[src/rtl/ctrl_reg_pkg.sv]
package ctrl_reg_pkg;
  typedef enum logic [1:0] {
    OP_BASE = 2'd0,
    OP_SET  = 2'd1,
    OP_CLR  = 2'd2,
    OP_TGL  = 2'd3
  } wr_op_e;
endpackage

[src/rtl/ctrl_reg_wr_decode.sv]
module ctrl_reg_wr_decode
  import ctrl_reg_pkg::*;
#(
  parameter int unsigned DATA_W   = 32,
  parameter bit          ALIAS_EN = 1'b1
) (
  input  logic              wr_en_i,
  input  wr_op_e            op_i,
  input  logic [DATA_W-1:0] wdata_i,
  output logic [DATA_W-1:0] hit_o,
  output logic [DATA_W-1:0] val_o,
  output logic              tgl_o
);
  if (ALIAS_EN) begin : g_alias
    always_comb begin
      hit_o = '0;
      val_o = wdata_i;
      tgl_o = 1'b0;
      if (wr_en_i) begin
        unique case (op_i)
          OP_BASE: hit_o = '1;
          OP_SET: begin
            hit_o = wdata_i;
            val_o = '1;
          end
          OP_CLR: begin
            hit_o = wdata_i;
            val_o = '0;
          end
          OP_TGL: begin
            hit_o = wdata_i;
            tgl_o = 1'b1;
          end
          default: hit_o = '0;
        endcase
      end
    end
  end else begin : g_no_alias
    // alias offsets decode to no-ops
    always_comb begin
      hit_o = (wr_en_i && op_i == OP_BASE) ? '1 : '0;
      val_o = wdata_i;
      tgl_o = 1'b0;
    end
  end
endmodule

[src/rtl/ctrl_reg_rst_seq.sv]
module ctrl_reg_rst_seq #(
  parameter int unsigned RST_CYCLES = 8
) (
  input  logic clk_i,
  input  logic rst_ni,
  input  logic srst_i,
  output logic set_cg_o
);
  localparam int unsigned CNT_W = $clog2(RST_CYCLES + 2);
  localparam logic [CNT_W-1:0] CNT_DONE = CNT_W'(RST_CYCLES);
  localparam logic [CNT_W-1:0] CNT_SAT  = CNT_W'(RST_CYCLES + 1);

  logic [CNT_W-1:0] cnt_q;

  always_ff @(posedge clk_i or negedge rst_ni) begin
    if (!rst_ni)              cnt_q <= '0;
    else if (!srst_i)         cnt_q <= '0;
    else if (cnt_q != CNT_SAT) cnt_q <= cnt_q + 1'b1;
  end

  // one strobe per held request; saturation stops re-arming
  assign set_cg_o = srst_i && (cnt_q == CNT_DONE);

  p_strobe_single_r11: assert property (@(posedge clk_i) disable iff (!rst_ni)
    set_cg_o |=> !set_cg_o);
  p_strobe_held_r8: assert property (@(posedge clk_i) disable iff (!rst_ni)
    set_cg_o |-> $past(srst_i));
endmodule

[src/rtl/ctrl_reg_sreset.sv]
module ctrl_reg_sreset
  import ctrl_reg_pkg::*;
#(
  parameter int unsigned DATA_W     = 32,
  parameter int unsigned RST_CYCLES = 8,
  parameter bit          ALIAS_EN   = 1'b1
) (
  input  logic              clk_i,
  input  logic              rst_ni,
  input  logic              wr_en_i,
  input  logic [1:0]        addr_i,
  input  logic [DATA_W-1:0] wdata_i,
  output logic [DATA_W-1:0] rdata_o,
  output logic              periph_rst_o,
  output logic              periph_en_o
);
  localparam int unsigned SRST_BIT = DATA_W - 1;
  localparam int unsigned CG_BIT   = DATA_W - 2;
  localparam logic [DATA_W-1:0] RST_VAL = {2'b11, {(DATA_W-2){1'b0}}};

  logic [DATA_W-1:0] ctrl_q, ctrl_d, hit, val;
  logic              tgl, set_cg;
  wr_op_e            op;

  assign op = wr_op_e'(addr_i);

  ctrl_reg_wr_decode #(.DATA_W(DATA_W), .ALIAS_EN(ALIAS_EN)) i_decode (
    .wr_en_i (wr_en_i),
    .op_i    (op),
    .wdata_i (wdata_i),
    .hit_o   (hit),
    .val_o   (val),
    .tgl_o   (tgl)
  );

  ctrl_reg_rst_seq #(.RST_CYCLES(RST_CYCLES)) i_seq (
    .clk_i    (clk_i),
    .rst_ni   (rst_ni),
    .srst_i   (ctrl_q[SRST_BIT]),
    .set_cg_o (set_cg)
  );

  // bus write takes priority over the hardware clock-gate set
  for (genvar i = 0; i < DATA_W; i++) begin : g_bit
    if (i == CG_BIT) begin : g_cg
      assign ctrl_d[i] = hit[i] ? (tgl ? ~ctrl_q[i] : val[i]) : (ctrl_q[i] | set_cg);
    end else begin : g_plain
      assign ctrl_d[i] = hit[i] ? (tgl ? ~ctrl_q[i] : val[i]) : ctrl_q[i];
    end
  end

  always_ff @(posedge clk_i or negedge rst_ni) begin
    if (!rst_ni) ctrl_q <= RST_VAL;
    else         ctrl_q <= ctrl_d;
  end

  assign rdata_o      = ctrl_q;
  assign periph_rst_o = ctrl_q[SRST_BIT];
  assign periph_en_o  = !ctrl_q[SRST_BIT] && !ctrl_q[CG_BIT];

  p_base_write_r2: assert property (@(posedge clk_i) disable iff (!rst_ni)
    (wr_en_i && addr_i == 2'd0) |=> rdata_o == $past(wdata_i));

  p_hw_cg_set_r8: assert property (@(posedge clk_i) disable iff (!rst_ni)
    (set_cg && !(wr_en_i && hit[CG_BIT])) |=> rdata_o[CG_BIT]);

  if (ALIAS_EN) begin : g_alias_chk
    p_set_alias_r3: assert property (@(posedge clk_i) disable iff (!rst_ni)
      (wr_en_i && addr_i == 2'd1) |=> (rdata_o & $past(wdata_i)) == $past(wdata_i));
    p_clr_alias_r4: assert property (@(posedge clk_i) disable iff (!rst_ni)
      (wr_en_i && addr_i == 2'd2) |=> (rdata_o & $past(wdata_i)) == '0);
    p_tgl_alias_r5: assert property (@(posedge clk_i) disable iff (!rst_ni)
      (wr_en_i && addr_i == 2'd3) |=>
        ((rdata_o ^ $past(rdata_o)) & $past(wdata_i)) == $past(wdata_i));
  end else begin : g_no_alias_chk
    p_alias_off_r6: assert property (@(posedge clk_i) disable iff (!rst_ni)
      (wr_en_i && addr_i != 2'd0 && !set_cg) |=> $stable(rdata_o));
  end
endmodule

[config.mk]
export PLATFORM = sky130hd
export DESIGN_NAME = ctrl_reg_sreset
export DESIGN_NICKNAME = d
export VERILOG_FILES = /design/src/rtl/ctrl_reg_pkg.sv /design/src/rtl/ctrl_reg_wr_decode.sv /design/src/rtl/ctrl_reg_rst_seq.sv /design/src/rtl/ctrl_reg_sreset.sv
export SDC_FILE = /design/constraint.sdc
export NUM_CORES = 1
export LEC_CHECK = 0
export BUFFER_PORTS_ARGS = -buffer_cell sky130_fd_sc_hd__buf_2
export CAP_MARGIN = 20
export CORE_AREA = 4 4 76 78
export DETAILED_ROUTE_END_ITERATION = 16
export DIE_AREA = 0 0 80 82
export PLACE_DENSITY_LB_ADDON = 0.1
export SLEW_MARGIN = 20
export SYNTH_ARGS = -nofsm -noshare
export SYNTH_HDL_FRONTEND = slang
export SYNTH_SLANG_ARGS = --single-unit
[constraint.sdc]
create_clock -name clk_i -period 1.05 [get_ports clk_i]
set_clock_uncertainty 0.05 [all_clocks]
set_input_delay 0.21 -clock clk_i [delete_from_list [all_inputs] [get_ports clk_i]]
set_output_delay 0.21 -clock clk_i [all_outputs]
set_load 0.05 [all_outputs]
# Word level (Yosys, flattened, before mapping)
# Cells that the tools add are included.
# classes
eq_ne	6
add_sub_neg	1
n_bitwise	33
mux	41
n_reduce_logical	6
# op_table
op	count
32-bit case mux with 2 select lines	2
32-bit 2-to-1 mux	2
1-bit 2-to-1 mux	35
1-bit NOT	32
4-bit 2-to-1 mux	2
4-bit by 1-bit adder with 4-bit output (second input constant)	1
2-bit == test (second input constant)	2
4-bit == test (second input constant)	1
4-bit inequality test (second input constant)	1
3-bit OR reduction	1
2-bit by 1-bit == test with 1-bit output (second input constant)	1
1-bit logical AND	2
1-bit logical NOT	2
2-bit logical NOT	1
2-bit by 1-bit inequality test with 1-bit output (second input constant)	1
1-bit OR	1
# totals
reg_bits	36
out_inout_bits	34
in_bits	37

# Logic depth before layout (Yosys ltp)
# Gate-level depths: netlist of run 1.
# depth
ltp_word	5
mapped_depth	7
mapped_depth_nobuf	5

# Hierarchy
# A second synthesis of run 1 with hierarchy kept.
# unflattened
cells_unflattened	276
hier_area_um2	2459.9
# by_module_without_submodules
module	seq_area_each_um2	n_inst	cells_each	area_per_inst_um2
ctrl_reg_sreset	803.3	1	168	1572.8
ctrl_reg_wr_decode	0.0	1	86	640.6
ctrl_reg_rst_seq	100.1	1	22	246.5

# Worst setup path after synthesis of run 1
# Ideal clock, no wire load.
# synth_timing
path_type	reg2out
from	reg ctrl_q[30], in the netlist rdata_o[30]
to	out periph_en_o
stages_incl_launch_ff	2
n_path_buf	0
t_arrival_ns	1.140
required_ns	0.790
setup_slack_ns	-0.350
path_cell_list	dfstp_2 nor2_1
# synth_between
elab_chain_len	2
# synth_rtl
element	line	text
start: declaration	ctrl_reg_sreset.sv:21	logic [DATA_W-1:0] ctrl_q, ctrl_d, hit, val;
start signal: assignment	ctrl_reg_sreset.sv:54	else ctrl_q <= ctrl_d;
1-bit logical NOT	ctrl_reg_sreset.sv:59	assign periph_en_o = !ctrl_q[SRST_BIT] && !ctrl_q[CG_BIT];
1-bit logical AND	ctrl_reg_sreset.sv:59	
end: declaration	ctrl_reg_sreset.sv:15	output logic periph_en_o
# Every way passes these cells.

# Worst setup path after layout of run 1
# layout_timing
from	reg ctrl_q[31], in the netlist rdata_o[31]
to	out periph_en_o
# layout_between
elab_chain_len	2
# layout_rtl
element	line
1-bit logical NOT	-
1-bit logical AND	ctrl_reg_sreset.sv:59
# Every way passes these cells.

==> impl_results.md, run 1 <==
- Status: complete, but fails checks
- Failing checks: setup timing
- Site Rows: 26
- Critical Path End Type: output port
- Clock sinks: 36
- DR vias/cell: between 5 and 6
- RSZ-0062 raised after global routing: yes
- Routability Congestion: around 0.79
- Compound-Gate Fraction of Synth Area: 0.336
- Final setup vio count: 70
- Instance count of the mapped netlist: 246
- Worst-path clk slew: around 0.07 ns
- TritonRoute pass-1 iters: 4
- Multi-input logic area: 0.00151 mm^2
- Wirelength per Cell: roughly 17 um
- Final wirelength: around 7.1 mm
- Htree depth: 2
- Vias in the first global route: around 2200
- Max-cap viol count: 0
- Fin Hold WS: about 0.2 ns
- Die Y-Extent: around 82 um
- WP data required: about 0.8 ns
- Tcrit/Tclk final: 1.31
- Top Ports: a little over 70
- CTS Buf Count: 5
- Register area: around 950 um^2
- Die ar.: ~0.0066 mm^2
- Area Growth Syn to Fin: 65.8%
- Worst-margin pin slew: between 0.2 and 0.25 ns
- Largest net degree at the start of global routing: 37
- CTS tree: built
- Core ar.: 0.00507 mm^2
- Final Max Tran Viols: 0
- Vias: 2259
- GRT Util Overall: 0.218
- Yosys cell types: 28
- Final Hold Viols: 0
- Final HPWL DP: approximately 4 mm
- Pre-CTS setup slack: -0.440 ns
- Antenna violations before repair: 0
- Total gr overflow: 0
- Adder-cell share of the synthesized area: 0.0337
- CP startpoint kind: flop
- Critical Path AT: about 1.1 ns
- IR drop worst, VDD: approximately 0.84 mV
- Residual DRC: 0
- Post-Syn Area: ~0.0022 mm^2
- Drt initial violations: 83
- Synth Net Count: 289
- Clock period minus worst slack: roughly 1.4 ns
- #FFs+latches synth: 36
- Clock Latency Late Sink: about 0.28 ns
- Critical path class: flop to output port
- Setup TNS: -6.99 ns
- Mux cell area share after synthesis: 0.00449
- Mean Syn Cell Area: 9.05 um^2
- Post-Synth XOR/XNOR Area: 0.00787
- LEAKAGE: around 1.6 nW
- Pwr/cell area: about 1600 mW/mm^2
- Slew margin rel.: 0.838
- First-pass GRT wire length: 11.1 mm
- Combinational family with the most area after synthesis: compound AO/OA/AOI/OAI gates
- PortBufs: 70
- Worst Path Max Fanout: 4
- Root buf cell: clkbuf_8
- Max Root-Sink Buffers: 2
- Post-Synth Simple-Gate Area: 0.0893
- Worst Setup Slack, final: -0.327 ns
- Filler cells: ~370
- Fin nets: 377
- Ys Warns: 0
- Initial Util: 0.439
- Share of layout cells above drive strength 1: 0.600
- Die Wd: around 80 um
- Core Util, Final: 0.728
- Post-DRT Antenna Nets: 0
- Seq/Total Area, Yosys: 0.406
- Diodes inserted: 0
- Max Fclk: around 730 MHz
- Hold WC Path Type: input pin to flop
-- report_power, final --
| part | switching, W | leakage, nW | total [W] | internal [W] |
|---|---|---|---|---|
| clock | 0.000500 | 0.0455 | 0.00104 | 0.000536 |
| combinational | 0.00183 | 1.17 | 0.00308 | 0.00124 |
| sequential | 0.000243 | 0.387 | 0.00195 | 0.00170 |
| total | 0.00258 | 1.61 | 0.00606 | 0.00348 |
-- stage by stage --
step | power, W | instances | instance area, um^2
final | 0.00606 | 405 | 3690
after global routing | 0.00637 | 405 | 3690
after CTS | 0.00588 | 404 | 3530
after detailed placement | 0.00428 | 383 | 2990
after global placement | 0.00424 | 383 | 2990
after floorplan | 0.00363 | 246 | 2510
-- kinds of logic after synthesis --
group                      after synthesis
AOI/OAI and AO/OA                       98
buffers and inverters                   57
and+or+nand+nor                         46
DFF                                     36
adders and majority gates                6
xor gates and xnor gates                 2
muxes                                    1
-- area by class of cell --
type                    count  share of cell area
clock buffers               8              0.0244
repair buffers             99               0.247
multi-input cells         156               0.408
inverters                  36              0.0413
well taps                  70              0.0237
flip-flops and latches     36               0.256
-- registers in the layout (all words and copies together) (netlist names) --
| name | cells |
|---|---|
| i_seq.cnt_q | 4 |
| rdata_o | 32 |
-- worst max-delay path, cell delays in order (launching register included) --
cell     delay, ns
dfstp_4       0.65
nor2_2        0.04
buf_6         0.14
-- cells in the final DEF, fill, tap and decap left out, drive strengths merged --
cell type and n:
o21ai 32, dfstp 2, dfrtp 34, nand3b 2, a21oi 1, nor2 37, nor2b 1, a221oi 31
o21a 4, nand2 3, buf 98, nand4b 1, ha 6, mux2i 1, o32a 1, inv 36
nand3 1, dlygate4sd3 1, a311oi 1, clkbuf 8, nand2b 1, xnor2 1, xor2 1, a22oi 31
-- routing by layer --
layer | part of all wire | track usage | vias up
met4 | 0.0062 | 0.0557 | 0
met1 | 0.42 | 0.271 | 1111
met2 | 0.52 | 0.392 | 65
li1 | - | - | 1079
met5 | 0 | 0 | -
met3 | 0.055 | 0.0340 | 4
-- cells in the mapped netlist, drive strengths merged --
master | count | area [um^2]
nand2 | 3 | 11.3
ha | 6 | 75.1
a22oi | 31 | 253
nor2b | 1 | 6.26
o32a | 1 | 10.0
clkbuf | 6 | 22.5
o21a | 1 | 15.0
o21ai | 32 | 160
a311oi | 1 | 8.76
nand2b | 1 | 6.26
nand4b | 1 | 8.76
nand3 | 1 | 5.00
nor2 | 37 | 146
nand3b | 2 | 15.0
dfstp | 2 | 52.6
xor2 | 1 | 8.76
mux2i | 1 | 10.0
a21oi | 1 | 5.00
inv | 36 | 135
xnor2 | 1 | 8.76
a221oi | 31 | 297
dfrtp | 34 | 851
buf | 15 | 116
-- path summary, 6_finish.rpt --
| path | to | start | cells past startpoint | slack [ns] |
|---|---|---|---|---|
| setup / recovery | periph_en_o | rdata_o[31] | 2 | -0.33 |
| hold / removal | rdata_o[31] | wdata_i[31] | 3 | 0.21 |
| setup reg to reg | rdata_o[31] | rdata_o[31] | 4 | -0.24 |
| hold reg to reg | rdata_o[30] | rdata_o[30] | 1 | 0.49 |
| max in group asynchronous | rdata_o[30] | rst_ni | 3 | 0.32 |
| min in group asynchronous | i_seq.cnt_q[0] | rst_ni | 3 | 0.37 |
-- what timing repair did --
item | 4_1_cts | 5_1_grt
gates resized for setup | 91 | 37
hold buffers | 1 | 0
pin swaps | 31 | 38
cloned | 5 | 0
setup buffers | 8 | 6
setup endpoints to repair | 69 | 70
hold endpoints to repair | 34 | 0
No activity file was read; power rests on OpenSTA's default activity.
==> inputs of run 2 (changes only) <==
- CELL_PAD_IN_SITES_DETAIL_PLACEMENT: unset -> 0
- CELL_PAD_IN_SITES_GLOBAL_PLACEMENT: unset -> 2
- CORE_AREA: 4 4 76 78 -> 4 4 114 83
- CTS_CLUSTER_DIAMETER: unset -> 200
- DIE_AREA: 0 0 80 82 -> 0 0 118 87
==> run 2 against run 1 <==
Net effect:
- the run still ends with setup timing left
- cell count up 12%
- worst hold slack better by 0.021 ns
- worst setup slack improved by 0.011 ns
- combinational power up 6.8%
- clock power increased by 78%
- die area is 56% higher
- fmax grew 0.81%
- non-clock buffer count up 13
- routed wire length rose by 16%
- critical path depth stayed put
- critical endpoint unchanged
==> impl_results.md, run 2 (synthesis results as in run 1) <==
- Status: complete, but fails checks (unchanged)
- Failing checks: setup timing (unchanged)
- Hold EP: rdata_o[31] (unchanged)
- Sw Share: 0.384 (was 0.425)
- Hold depth: 3 (unchanged)
- Hold WC Path Type: input pin to flop (unchanged)
- Setup crit start: rdata_o[31] (unchanged)
- Root buf cell: clkbuf_16 (was clkbuf_8)
- Core Util, Final: 0.495 (was 0.728)
- Die ar.: 0.0103 mm^2 (was 0.00656 mm^2)
- Tcrit/Tclk final: 1.30 (was 1.31)
- Cell internal pwr: 0.00436 W (was 0.00348 W)
- Fin nets: 390 (was 377)
- Critical Path End Type: output port (unchanged)
- Largest net degree at the start of global routing: 28 (was 37)
- Max Root-Sink Buffers: 2 (unchanged)
- CTS tree: built (unchanged)
- Final wirelength: 8.25 mm (was 7.08 mm)
- Hold_sp: wdata_i[31] (unchanged)
- Worst-margin pin slew: 0.280 ns (was 0.242 ns)
- RSZ-0062 raised after global routing: yes (unchanged)
- Crit path largest cell delay: 0.64 ns (was 0.65 ns)
- Area Growth Syn to Fin: 85.4% (was 65.8%)
- Worst R2R Setup Slack: -0.23 ns (was -0.24 ns)
- Vias: 2283 (was 2259)
- CTS Buf Count: 5 (unchanged)
- Number of placed cells counting well taps: 421 (was 383)
- R2R cell count: 4 (unchanged)
- Critical path class: flop to output port (unchanged)
- Clock Latency Late Sink: 0.28 ns (about the same)
- Commonest non-fill, non-tap cell in the layout: buf_6 (unchanged)
- Top Ports: 71 (unchanged)
- Total Power: 0.00708 W (was 0.00606 W)
- Setup TNS: -8.95 ns (was -6.99 ns)
- Diodes inserted: 0 (unchanged)
- Slew margin rel.: 0.812 (was 0.838)
- Psw: 0.00272 W (was 0.00258 W)
- PortBufs: 70 (unchanged)
- Post-DRT Antenna Nets: 0 (unchanged)
- Critical Path, Cell by Cell: nor2_2 -> buf_6 (unchanged)
- Worst-path clk slew: 0.05 ns (was 0.07 ns)
- WP data required: 0.79 ns (about the same)
- IR drop worst, VDD: 0.796 mV (was 0.839 mV)
- Residual DRC: 0 (unchanged)
- Core ar.: 0.00834 mm^2 (was 0.00507 mm^2)
- Power share of the clock group: 0.261 (was 0.171)
- Final HPWL DP: 4.64 mm (was 4.04 mm)
- Reg2reg start: rdata_o[31] (unchanged)
- Die Wd: 118 um (was 80 um)
- Worst Setup Slack, final: -0.316 ns (was -0.327 ns)
- Combinational power share: 0.465 (was 0.508)
- CP startpoint kind: flop (unchanged)
- Clock period minus worst slack: 1.37 ns (was 1.38 ns)
- Die Y-Extent: 87 um (was 82 um)
- Antenna violations before repair: 0 (unchanged)
- Most frequent cells in the layout: buf_6, nor2_1, buf_2 (unchanged)
- GRT Util Overall: 0.154 (was 0.218)
- Share of layout cells above drive strength 1: 0.615 (was 0.600)
- Wirelength per Cell: 18.2 um (was 17.5 um)
- LEAKAGE: 1.78 nW (was 1.61 nW)
- DR vias/cell: 5.04 (was 5.58)
- Max Fclk: 732 MHz (was 726 MHz)
- First-pass GRT wire length: 12.3 mm (was 11.1 mm)
- Site Rows: 28 (was 26)
- Htree depth: 2 (unchanged)
- Drt initial violations: 113 (was 83)
- Final Hold Viols: 0 (unchanged)
- Initial Util: 0.267 (was 0.439)
- Routability Congestion: 0.707 (was 0.790)
- Critical Path AT: 1.11 ns (was 1.12 ns)
- Total gr overflow: 0 (unchanged)
- Max-cap viol count: 0 (unchanged)
- TritonRoute pass-1 iters: 4 (unchanged)
- Final Non-Filler Cells: 453 (was 405)
- Vias in the first global route: 2227 (was 2210)
- Max FFs per register: 32 (unchanged)
- Post-route cell area: 0.00413 mm^2 (was 0.00369 mm^2)
- Seq pwr share: 0.274 (was 0.321)
- Pwr/cell area: 1710 mW/mm^2 (was 1640 mW/mm^2)
- Crit path max-delay cell type: dfstp_4 (unchanged)
- Clock sinks: 36 (unchanged)
- Final Max Tran Viols: 0 (unchanged)
- Reg-to-Reg End: rdata_o[31] (unchanged)
- Final setup vio count: 70 (unchanged)
- Worst Path Max Fanout: 4 (unchanged)
- DP Area: 0.00304 mm^2 (was 0.00299 mm^2)
[run 2: final cells by class]
class,count,area (um^2)
inverter,36,153
clock buffer,7,153
clock inverter,1,30.0
timing repair buffer,112,1180
sequential,36,946
tap,105,131
fill,797,4210
multi-input combinational,156,1540
[run 2: worst max-delay path by stage]
stage / end / slack (ns) / cells past startpoint
2_1_floorplan: rdata_o[31] / -0.19 / 3
3_3_place_gp: rdata_o[0] / -0.45 / 6
3_5_place_dp: rdata_o[19] / -0.47 / 6
4_1_cts: periph_en_o / -0.32 / 2
5_1_grt: periph_en_o / -0.34 / 2
6_report: periph_en_o / -0.32 / 2
[run 2: power groups by stage]
stage	Sequential [W]	Clock, W	Combinational, W
final	0.00194	0.00185	0.00329
after global routing	0.00198	0.00197	0.00350
after CTS	0.00193	0.00187	0.00297
after detailed placement	0.00190	0	0.00243
after global placement	0.00190	0	0.00242
after floorplan	0.00267	0	0.000962
[run 2: critical path: cells and delay by family (launching register included)]
kind          cells  cell delay [ns]
buf+inv           1             0.14
flops             1             0.64
simple gates      1             0.04
[run 2: layer usage]
| metal | share of wire | vias up | track usage |
|---|---|---|---|
| met5 | 0 | - | 0 |
| li1 | - | 1106 | - |
| met2 | 0.46 | 63 | 0.230 |
| met1 | 0.48 | 1103 | 0.220 |
| met4 | 0.013 | 0 | 0.0372 |
| met3 | 0.053 | 11 | 0.0409 |
[run 2: metrics by stage]
stage / setup WS (ns) / hold slack, ns
2_1_floorplan: -0.186 / -0.136
3_3_place_gp: -0.447 / 0.0667
3_5_place_dp: -0.475 / 0.0600
4_1_cts: -0.324 / 0.222
5_1_grt: -0.342 / 0.231
6_report: -0.316 / 0.227
[run 2: what timing repair did]
| action | in CTS | in global routing |
|---|---|---|
| buffers inserted | 10 | 8 |
| resized for setup | 97 | 38 |
| hold endpoints to repair | 8 | 0 |
| gates cloned | 6 | 4 |
| pin swaps | 23 | 31 |
| endpoints found under the setup margin | 69 | 70 |
| hold buffers | 1 | 0 |
==> inputs of run 3 (changes only) <==
- CORE_AREA: 4 4 114 83 -> 4 4 108 80
- DIE_AREA: 0 0 118 87 -> 0 0 112 84
- clock period: 1.05 -> 1.5 ns (I/O delays scaled with it)
==> run 3 against run 2 <==
Net effect:
- the run now ends clean
- flip-flop and latch count stayed put
- die area is 8.4% lower
- register-to-register slack improved by 0.52 ns
- sequential share of layout area grew 8.1 points
- sequential power decreased by 34%
- global-route usage down 0.41 points
- first-iteration DRC count increased by 18%
==> impl_results.md, run 3 (synthesis results as in run 1) <==
- Max FFs per register: 32 (unchanged)
- Max-cap viol count: 0 (unchanged)
- Pwr/cell area: 1210 mW/mm^2 (was 1710 mW/mm^2)
- Clock sinks: 36 (unchanged)
- Critical Path End Type: output port (unchanged)
- Critical path class: flop to output port (unchanged)
- Critical Path AT: 1.11 ns (about the same)
- Top Ports: 71 (unchanged)
- Largest net degree at the start of global routing: 43 (was 28)
- Final HPWL DP: 4.23 mm (was 4.64 mm)
- RSZ-0062 raised after global routing: no (was yes)
- WP data required: 1.15 ns (was 0.79 ns)
- Post-DRT Antenna Nets: 0 (unchanged)
- Final Max Tran Viols: 0 (unchanged)
- Tcrit/Tclk final: 0.976
- Final Hold Viols: 0 (unchanged)
- Antenna violations before repair: 0 (unchanged)
- Critical Path, Cell by Cell: buf_2 (was nor2_2 -> buf_6)
- Clock period minus worst slack: around 1.5 ns
- Htree depth: 2 (unchanged)
- Crit path max-delay cell type: dfstp_2 (was dfstp_4)
- Site Rows: 27 (was 28)
- Hold_sp: wdata_i[31] (unchanged)
- Fin Hold WS: 0.294 ns (was 0.227 ns)
- Residual DRC: 0 (unchanged)
- Final setup vio count: 0 (was 70)
- Filler cells: 812 (was 797)
- Top Family by Delay on Critical Path: flip-flops (unchanged)
- Initial Util: 0.293 (was 0.267)
- Die Y-Extent: 84 um (was 87 um)
- Share of layout cells above drive strength 1: 0.357 (was 0.615)
- DR vias/cell: 5.00 (was 5.04)
- Total Power: 0.00353 W (was 0.00708 W)
- Worst-path clk slew: 0.07 ns (was 0.05 ns)
- Fin nets: 364 (was 390)
- TritonRoute pass-1 iters: 4 (unchanged)
- CTS tree: built (unchanged)
- Routability Congestion: 0.706 (was 0.707)
- Worst-margin pin slew: 0.457 ns (was 0.280 ns)
- Reg2reg start: i_seq.cnt_q[0] (was rdata_o[31])
- Commonest non-fill, non-tap cell in the layout: buf_2 (was buf_6)
- CTS Buf Count: 5 (unchanged)
- Wirelength per Cell: 16.3 um (was 18.2 um)
- Status: completed (was complete, but fails checks)
- Area Growth Syn to Fin: 30.7% (was 85.4%)
- Max Fclk: slightly below 700 MHz
- Diodes inserted: 0 (unchanged)
- Final Non-Filler Cells: 423 (was 453)
- Register area: 903 um^2 (was 946 um^2)
- PortBufs: 70 (unchanged)
- Core ar.: 0.00760 mm^2 (was 0.00834 mm^2)
- Worst Setup Slack, final: 0.0358 ns (was -0.316 ns)
- Root buf cell: clkbuf_8 (was clkbuf_16)
- Die ar.: 0.00941 mm^2 (was 0.0103 mm^2)
- Slew margin rel.: 0.696 (was 0.812)
- Crit path largest cell delay: 0.56 ns (was 0.64 ns)
- Vias in the first global route: 2101 (was 2227)
- Max Root-Sink Buffers: 2 (unchanged)
- Final wirelength: 6.88 mm (was 8.25 mm)
- Setup crit start: rdata_o[30] (was rdata_o[31])
- Die Wd: 112 um (was 118 um)
- Multi-input logic area: 0.00112 mm^2 (was 0.00154 mm^2)
- Hold WC Path Type: input pin to flop (unchanged)
- Drt initial violations: 133 (was 113)
- Pre-CTS setup slack: -0.500 ns (was -0.475 ns)
- CP bufs+invs: 1 (unchanged)
- Most frequent cells in the layout: buf_2, inv_1, nor2_1 (was buf_6, nor2_1, buf_2)
- GRT Util Overall: 0.149 (was 0.154)
- Total gr overflow: 0 (unchanged)
- Post-route cell area: 0.00291 mm^2 (was 0.00413 mm^2)
- First-pass GRT wire length: 11.3 mm (was 12.3 mm)
- DP Area: 0.00268 mm^2 (was 0.00304 mm^2)
- Worst Path Max Fanout: 4 (unchanged)
- Clock Latency Late Sink: 0.28 ns (about the same)
- IR drop worst, VDD: 0.395 mV (was 0.796 mV)
- Number of placed cells counting well taps: 407 (was 421)
- Vias: 2113 (was 2283)
- CP startpoint kind: flop (unchanged)
- LEAKAGE: 1.40 nW (was 1.78 nW)
[run 3: stage by stage]
step / TNS [ns] / utilization
after floorplan: 0 / -
after global placement: -15.03 / 0.352
after detailed placement: -14.55 / 0.352
after CTS: -0.0236 / 0.368
after global routing: 0 / 0.383
final: 0 / 0.383
[run 3: final timing paths]
kind	slack (ns)	depth (start not counted)	to
worst max register to register	0.29	4	i_seq.cnt_q[1]
worst min-delay path	0.29	3	rdata_o[31]
max in group asynchronous	0.49	3	i_seq.cnt_q[2]
worst min register to register	0.50	2	rdata_o[25]
min in group asynchronous	0.45	2	rdata_o[17]
worst max-delay path	0.04	1	rdata_o[30]
[run 3: power by group]
group,switching [W],leakage (nW),total (W),internal [W]
logic,0.00109,0.939,0.00156,0.000471
registers,0.000132,0.415,0.00129,0.00116
clock network,0.000354,0.0422,0.000680,0.000327
total,0.00158,1.40,0.00353,0.00196
[run 3: layout make-up]
cell class	instances	share of cell area
well taps	101	0.0434
flip-flops and latches	36	0.310
repair buffers	87	0.186
clock buffers	7	0.0262
multi-input cells	155	0.386
clock inverters	1	0.00172
inverters	36	0.0464
[run 3: timing repair]
action,4_1_cts,5_1_grt
endpoints found under the hold margin,14,0
gates resized for setup,3,16
buffers inserted,0,5
hold buffers,1,0
pin swaps,2,4
setup endpoints to repair,33,31
gates cloned,2,0
[run 3: layer usage]
metal,GRT usage,share of wire,vias to the layer above
li1,-,-,1046
met1,0.229,0.51,997
met2,0.213,0.43,63
met3,0.0341,0.055,7
met4,0.0295,0.0076,0
met5,0,0,-
